$ cat src/rtl/pfd_pkg.sv
package pfd_pkg;
    typedef enum logic {
        PROD_MINUS = 1'b0,
        PROD_PLUS  = 1'b1
    } prod_e;
endpackage

$ cat src/rtl/pfd_sign_product.sv
module pfd_sign_product
    import pfd_pkg::*;
(
    input  logic  v_neg,
    input  logic  i_neg,
    output prod_e prod
);
    // Signs that agree score +1.
    always_comb begin
        prod = (v_neg == i_neg) ? PROD_PLUS : PROD_MINUS;
    end
endmodule

$ cat src/rtl/pfd_integrator.sv
module pfd_integrator
    import pfd_pkg::*;
#(
    parameter int CNT_W = 16,
    parameter int WIN_W = 16
) (
    input  logic                    clk,
    input  logic                    rst_n,
    input  logic                    sample_en,
    input  prod_e                   prod,
    input  logic [WIN_W-1:0]        win_len,
    output logic                    win_end,
    output logic signed [CNT_W-1:0] win_sum
);
    localparam logic signed [CNT_W-1:0] ACC_MAX = {1'b0, {(CNT_W-1){1'b1}}};
    localparam logic signed [CNT_W-1:0] ACC_MIN = {1'b1, {(CNT_W-1){1'b0}}};

    typedef struct packed {
        logic signed [CNT_W-1:0] acc;
        logic [WIN_W-1:0]        cnt;
    } integ_t;

    integ_t st_d, st_q;
    logic signed [CNT_W-1:0] step_d;
    logic [WIN_W:0]          lim_d;
    logic [WIN_W:0]          seen_d;

    always_comb begin
        st_d   = st_q;
        lim_d  = (win_len == '0) ? (WIN_W+1)'(1) : {1'b0, win_len};
        seen_d = {1'b0, st_q.cnt} + (WIN_W+1)'(1);
        if (prod == PROD_PLUS) begin
            step_d = (st_q.acc == ACC_MAX) ? ACC_MAX : st_q.acc + CNT_W'(1);
        end else begin
            step_d = (st_q.acc == ACC_MIN) ? ACC_MIN : st_q.acc - CNT_W'(1);
        end
        win_end = sample_en && (seen_d >= lim_d);
        win_sum = step_d;
        if (sample_en) begin
            if (win_end) begin
                st_d.acc = '0;
                st_d.cnt = '0;
            end else begin
                st_d.acc = step_d;
                st_d.cnt = seen_d[WIN_W-1:0];
            end
        end
    end

    always_ff @(posedge clk or negedge rst_n) begin
        if (!rst_n) st_q <= '0;
        else        st_q <= st_d;
    end

    p_idle_hold_r8: assert property (@(posedge clk) disable iff (!rst_n)
        !sample_en |=> $stable(st_q.acc) && $stable(st_q.cnt));

    p_restart_r4: assert property (@(posedge clk) disable iff (!rst_n)
        win_end |=> (st_q.acc == '0) && (st_q.cnt == '0));

    p_sat_top_r3: assert property (@(posedge clk) disable iff (!rst_n)
        (sample_en && !win_end && prod == PROD_PLUS && st_q.acc == ACC_MAX)
        |=> st_q.acc == ACC_MAX);

    p_sat_bot_r3: assert property (@(posedge clk) disable iff (!rst_n)
        (sample_en && !win_end && prod == PROD_MINUS && st_q.acc == ACC_MIN)
        |=> st_q.acc == ACC_MIN);
endmodule

$ cat src/rtl/pfd_decide.sv
module pfd_decide #(
    parameter int CNT_W = 16
) (
    input  logic                    clk,
    input  logic                    rst_n,
    input  logic                    win_end,
    input  logic signed [CNT_W-1:0] win_sum,
    input  logic [CNT_W-1:0]        thresh,
    input  logic                    trip_clr,
    output logic                    trip,
    output logic                    dir_fwd,
    output logic                    win_done
);
    typedef struct packed {
        logic trip;
        logic dir;
        logic done;
    } dec_t;

    dec_t st_d, st_q;
    logic signed [CNT_W+1:0] margin_d;

    always_comb begin
        st_d      = st_q;
        // sum < -thresh  <=>  sum + thresh < 0, done one bit wider
        margin_d  = (CNT_W+2)'(win_sum) + $signed({2'b00, thresh});
        st_d.done = win_end;
        if (trip_clr) st_d.trip = 1'b0;
        if (win_end) begin
            st_d.dir = !win_sum[CNT_W-1];
            if (margin_d[CNT_W+1]) st_d.trip = 1'b1;
        end
    end

    always_ff @(posedge clk or negedge rst_n) begin
        if (!rst_n) st_q <= '{trip: 1'b0, dir: 1'b1, done: 1'b0};
        else        st_q <= st_d;
    end

    assign trip     = st_q.trip;
    assign dir_fwd  = st_q.dir;
    assign win_done = st_q.done;

    p_trip_rise_r6: assert property (@(posedge clk) disable iff (!rst_n)
        $rose(trip) |-> win_done);

    p_trip_hold_r7: assert property (@(posedge clk) disable iff (!rst_n)
        (trip && !trip_clr) |=> trip);

    p_dir_hold_r5: assert property (@(posedge clk) disable iff (!rst_n)
        !win_done |-> $stable(dir_fwd));
endmodule

$ cat src/rtl/flow_dir_relay.sv
module flow_dir_relay
    import pfd_pkg::*;
#(
    parameter int CNT_W = 16,
    parameter int WIN_W = 16
) (
    input  logic             clk,
    input  logic             rst_n,
    input  logic             sample_en,
    input  logic             v_neg,
    input  logic             i_neg,
    input  logic [WIN_W-1:0] win_len,
    input  logic [CNT_W-1:0] thresh,
    input  logic             trip_clr,
    output logic             trip,
    output logic             dir_fwd,
    output logic             win_done
);
    prod_e                   prod_w;
    logic                    win_end_w;
    logic signed [CNT_W-1:0] win_sum_w;

    pfd_sign_product u_prod (
        .v_neg (v_neg),
        .i_neg (i_neg),
        .prod  (prod_w)
    );

    pfd_integrator #(.CNT_W(CNT_W), .WIN_W(WIN_W)) u_integ (
        .clk       (clk),
        .rst_n     (rst_n),
        .sample_en (sample_en),
        .prod      (prod_w),
        .win_len   (win_len),
        .win_end   (win_end_w),
        .win_sum   (win_sum_w)
    );

    pfd_decide #(.CNT_W(CNT_W)) u_dec (
        .clk      (clk),
        .rst_n    (rst_n),
        .win_end  (win_end_w),
        .win_sum  (win_sum_w),
        .thresh   (thresh),
        .trip_clr (trip_clr),
        .trip     (trip),
        .dir_fwd  (dir_fwd),
        .win_done (win_done)
    );

    p_done_needs_sample_r4: assert property (@(posedge clk) disable iff (!rst_n)
        win_done |-> $past(sample_en));
endmodule

$ cat config.mk
export PLATFORM = sky130hd
export DESIGN_NAME = flow_dir_relay
export DESIGN_NICKNAME = d
export VERILOG_FILES = /design/src/rtl/pfd_pkg.sv /design/src/rtl/pfd_sign_product.sv /design/src/rtl/pfd_integrator.sv /design/src/rtl/pfd_decide.sv /design/src/rtl/flow_dir_relay.sv
export SDC_FILE = /design/constraint.sdc
export NUM_CORES = 1
export LEC_CHECK = 0
export BUFFER_PORTS_ARGS = -buffer_cell sky130_fd_sc_hd__buf_2
export CORE_UTILIZATION = 40
export DETAILED_ROUTE_END_ITERATION = 16
export GPL_ROUTABILITY_DRIVEN = 0
export GPL_TIMING_DRIVEN = 0
export SKIP_CTS_REPAIR_TIMING = 1
export SLEW_MARGIN = 20
export SYNTH_ARGS = -nofsm -noshare
export SYNTH_HDL_FRONTEND = slang
export SYNTH_SLANG_ARGS = --single-unit
$ cat constraint.sdc
create_clock -name clk -period 3.5 [get_ports clk]
set_input_delay 0.35 -clock clk [delete_from_list [all_inputs] [get_ports clk]]
set_output_delay 0.35 -clock clk [all_outputs]
set_load 0.02 [all_outputs]
Word-level counts from Yosys, hierarchy flattened. Cells that the tools add are included.

Register bits after elaboration: 35. Output and inout bits: 3. Input port bits: 38.

Equal/unequal tests: 3. Reduce and logical (&&, ||, !) cells: 3. Add/sub/neg operators: 4. Magnitude comparators: 1. Muxes and demuxes: 9.

Operators with widths (count): 16-bit two-way mux (4); 16-bit equality test (second input constant) (2); 32-bit two-way mux (1); 16-bit by 17-bit adder with 18-bit output (1); 16-bit by 1-bit adder with 17-bit output (second input constant) (1); 17-bit greater-or-equal comparator (1); 16-bit by 2-bit adder with 16-bit output (second input constant) (1); 16-bit zero test (1); 16-bit by 2-bit subtractor with 16-bit output (second input constant) (1); 1-bit two-way mux (3); 2-bit two-way mux (1); 1-bit equality test (1); 1-bit logical AND (1); 1-bit zero test (1).

Depth between registers and ports, before layout.
Word-level depth: 6. Mapped depth: 16. Depth with buffers taken out: 15.

By module. Synthesis repeated with hierarchy kept, for this count alone.

Cell total of the unflattened synthesis: 417. Area total of the unflattened synthesis: 3423.3 µm².

Modules (own cells, without submodules): pfd_integrator (area an instance 3007.9 µm², seq. area each 800.8 µm², cells an instance 374, times used 1); pfd_decide (area an instance 406.6 µm², seq. area each 76.3 µm², cells an instance 42, times used 1); pfd_sign_product (area an instance 8.8 µm², seq. area each 0.0 µm², cells an instance 1, times used 1).

Worst setup path before layout. No wires, ideal clock.

Path type: register -> register. Start point: register u_integ.st_q[0] (netlist bit). End point: register u_integ.st_q[17] (netlist bit). Stages on the path, launching flop included: 16. Library setup time: 0.136 ns. Arrival time: 2.920 ns. Path slack: 0.444 ns. Path through: dfrtp_1 -> ha_1 -> nand3_1 -> or4b_4 -> nand2_1 -> nand2_1 -> ha_1 -> nand3_1 -> nor3_1 -> a311oi_1 -> a21oi_1 -> nor2_1 -> buf_6 -> buf_6 -> nand3_1 -> o21ai_0.

Cells in the longest elaborated chain, start to end: 4.

Ends and longest elaborated chain: start: declaration (line pfd_integrator.sv:23) `integ_t st_d, st_q;`; start signal: assignment (line pfd_integrator.sv:52) `else st_q <= st_d;`; 16-bit by 1-bit adder with 17-bit output (line pfd_integrator.sv:31) `seen_d = {1'b0, st_q.cnt} + (WIN_W+1)'(1);`; 17-bit greater-or-equal comparator (line pfd_integrator.sv:37) `win_end = sample_en && (seen_d >= lim_d);`; 1-bit logical AND (line pfd_integrator.sv:37); 32-bit two-way mux (line pfd_integrator.sv:40) `if (win_end) begin`.

Every way passes these cells. A chain may end at the register's enable or synchronous reset.

==> flow_summary.toml <==
[run_status]
outcome = "complete, no violations"

[timing]
worst-slew-pin-transition_ns = 0.838
timing.final.max_slew_violations = 0
fin_crit_sh_pct = 96.2
fmaxAchievable_ghz = 0.297
setup_viol = 0
clock_skew_ns = 0.0117
finalHoldViolations = 0
timing.max_slew.rel_slack_pct = 44.2
setup_ws_ns = 0.133
min_period_ns = 3.37

[power]
pwr_density_cell_mw_per_mm2 = 608
net_switching_fraction_of_the_power_pct = 44.6
switchingPower_mw = 1.06
cell_internal_pwr_mw = 1.31
post-layout-total-power_mw = 2.37
power.clock.fraction_pct = 18.7
irDropWorstVdd_mv = 0.299
power.share.sequential_pct = 29.9
p_leak_nw = 1.71
combinationalPowerShare_pct = 51.4

[routing]
route.detailed.vias_per_inst = 5.81
num_vias = 3313
detail_route.first_pass.iterations = 6
drt_wl_total_um = 9540
final_antenna_net_count = 0
routedWlPerCell_um = 16.7
initialDrtViolationCount = 176
route.detailed.drc = 0

[worst_setup_path]
timing.rr.start = "u_integ.st_q[21]"
critical_path_depth = 10
worst_setup_end_kind = "flop"
critPathSlowestCell = "or4_4"
reg2regPathDepth = 10
critical_path.n_buffers_inverters = 0
required_time_worst_endpoint_ns = 3.71
cp_top_family = "simple AND/OR/NAND/NOR gates"
worst_path_most_repeated_cell = "or4_4"
crit_path_max_fanout = 6
worst_setup_path_endpoint = "u_dec.trip"
worst-r2r-setup-slack_ns = 0.13
critical_path.reg2reg.endpoint = "u_dec.trip"
crit_type = "flop to flop"
setup.worst_path.start = "u_integ.st_q[21]"
critical_path.cell_chain = "or4_4 > or4_4 > or3_1 > nor2_1 > a21oi_1 > o221ai_2 > ha_1 > a2111oi_0 > nand3b_1 > o22ai_2"
startpoint_type = "flop"
worstPathArrival_ns = 3.57
worst_path_largest_cell_delay_ns = 0.55

[synth]
count_of_flip_flops_with_a_built_in_enable_after_synthesis = 0
post_synth_inst_count = 419
portion_of_the_post_synthesis_area_used_by_sequential_elements_pct = 26.6
synth_warnings = 0
ys_ff_latch = 35
yosys.cell_types.count = 63
mappedNetlistNets = 490
syn-mean-instance-area_um2 = 7.88
synth_flop_cell = "dfrtp_1"
synth_async_sr_flop_share_pct = 100
mappedNetlistArea_mm2 = 0.00330

[clock_network]
clockBufferDepth = 2
cts_num_sinks = 35
cts_buffers = 5
insertion_delay_ns = 0.29
ctsRootBufferMaster = "clkbuf_8"
clk_pin_slew_worst_paths_ns = 0.08
h-tree-depth = 2
tritoncts_clock_tree = "done"

[job]
max_cap_viol_count = 0

[finish]
post-route-util_pct = 49.6
nets = 538
syn_to_final_growth_pct = 17.8
ant_diodes = 0
stdcell_area_mm2 = 0.00389
final_layout_size_suffix_gt1_share_pct = 21.4
layout.cells.non_filler = 570

[grt]
grt_remaining_overflow = 0
grt_pass1_wl_um = 15500
all_layer_gr_usage_pct = 22.8
first_global_vias = 3073
grt_start_max_net_pins = 36
initial_antenna_violation_count = 0

[die]
core.rowCount = 32
die-width_um = 92.9
floorplan.die_area_mm2 = 0.00862
die-height_um = 92.9
ios = 41
floorplan.initialDensity_pct = 42.1
core-area_mm2 = 0.00785

[place]
place_ws_ns = -0.252
placed_cell_area_mm2 = 0.00363
port-buffer-count = 40
numPlacedInstances = 561
hpwlAfterDp_um = 7200

[min_path]
worst_hold_path_type = "primary input to asynchronous set/reset pin"
## synth_stat cells (2+ instances only)
| master | number | area, um^2 |
|---|---|---|
| o21ai_0 | 35 | 175 |
| and3_1 | 9 | 56.3 |
| o22ai_1 | 4 | 25.0 |
| nand3b_1 | 3 | 22.5 |
| inv_1 | 42 | 158 |
| a31oi_1 | 3 | 18.8 |
| nor3_1 | 19 | 95.1 |
| xor2_1 | 3 | 26.3 |
| nor2_1 | 26 | 97.6 |
| a21boi_0 | 2 | 15.0 |
| nand4_1 | 7 | 43.8 |
| o32ai_1 | 4 | 35.0 |
| xnor2_1 | 16 | 140 |
| and4_1 | 2 | 17.5 |
| buf_2 | 2 | 10.0 |
| or4_1 | 2 | 15.0 |
| nor3_2 | 2 | 20.0 |
| nand2_1 | 29 | 109 |
| nor2b_1 | 5 | 31.3 |
| a41oi_1 | 2 | 17.5 |
| nand3_1 | 42 | 210 |
| ha_1 | 33 | 413 |
| nand2b_1 | 2 | 12.5 |
| nor4_1 | 6 | 37.5 |
| o31ai_1 | 5 | 37.5 |
| or4_4 | 2 | 22.5 |
| buf_1 | 2 | 7.51 |
| buf_6 | 3 | 33.8 |
| a211oi_1 | 4 | 30.0 |
| a21oi_1 | 21 | 105 |
| a31o_2 | 3 | 26.3 |
| dfrtp_1 | 34 | 851 |
| or3_1 | 3 | 18.8 |
| mux2i_1 | 2 | 20.0 |
| clkbuf_1 | 9 | 33.8 |
| a311oi_1 | 3 | 26.3 |
| a21o_1 | 2 | 15.0 |
## through the flow
stage               TNS [ns]  hold WS (ns)
finish                     0         0.159
global route         -0.0250         0.231
CTS                    -3.48         0.182
detailed placement     -2.68         0.458
global placement       -1.59         0.451
floorplan                  0        0.0544
## layout by cell type (no fill, tap or decap), types with 5 or more instances in the layout
cell	count
a21oi_1	17
and3_1	9
buf_2	42
clkbuf_1	7
clkbuf_8	5
dfrtp_1	29
dfrtp_2	5
ha_1	32
inv_1	42
nand2_1	28
nand3_1	42
nand4_1	7
nor2_1	23
nor2b_1	5
nor3_1	12
nor3_2	8
nor4_1	5
o21ai_0	33
o31ai_1	5
xnor2_1	16
## power by group through the flow
stage,combinational (mW),sequential [mW],clock [mW]
after CTS,1.16,0.685,0.449
after detailed placement,1.15,0.692,0
after floorplan,0.857,0.660,0
after global routing,1.38,0.730,0.463
final,1.22,0.708,0.442
after global placement,1.14,0.688,0
## area by class of cell
class,instances,area (um^2)
clock buffers,6,72.6
clock inverters,2,60.1
inverters,42,158
plain buffers,15,83.8
fillers,816,3960
repair buffers,43,223
well taps,102,128
flip-flops and latches,35,883
multi-input cells,325,2280
## flip-flops by register name (all words and copies together) (netlist names)
register / count
u_dec.dir_fwd: 1
u_dec.trip: 1
u_dec.win_done: 1
u_integ.st_q: 32
## cell families after synthesis
group           synth area share (%)
simple gates                    27.6
compound gates                  20.2
buf+inv                         7.50
flops                           26.6
fa+ha+maj                       12.5
xor+xnor                        5.04
mux                            0.606
## layer usage
metal	track usage (%)	part of all wire [%]	vias to the layer above	wire length (um)
li1	-	-	1631	-
met1	33.7	49	1571	4680
met2	35.4	44	101	4220
met3	2.46	5.3	10	508
met4	5.38	1.4	0	132
met5	0	0	-	0
## worst min path at each step
stage	cells after the start	to
4_1_cts	1	u_integ.st_q[4]
3_3_place_gp	2	u_dec.dir_fwd
6_report	1	u_integ.st_q[6]
3_5_place_dp	2	u_dec.dir_fwd
5_1_grt	1	u_integ.st_q[6]
2_1_floorplan	0	u_dec.trip
Power figures use the tool's default switching activity.
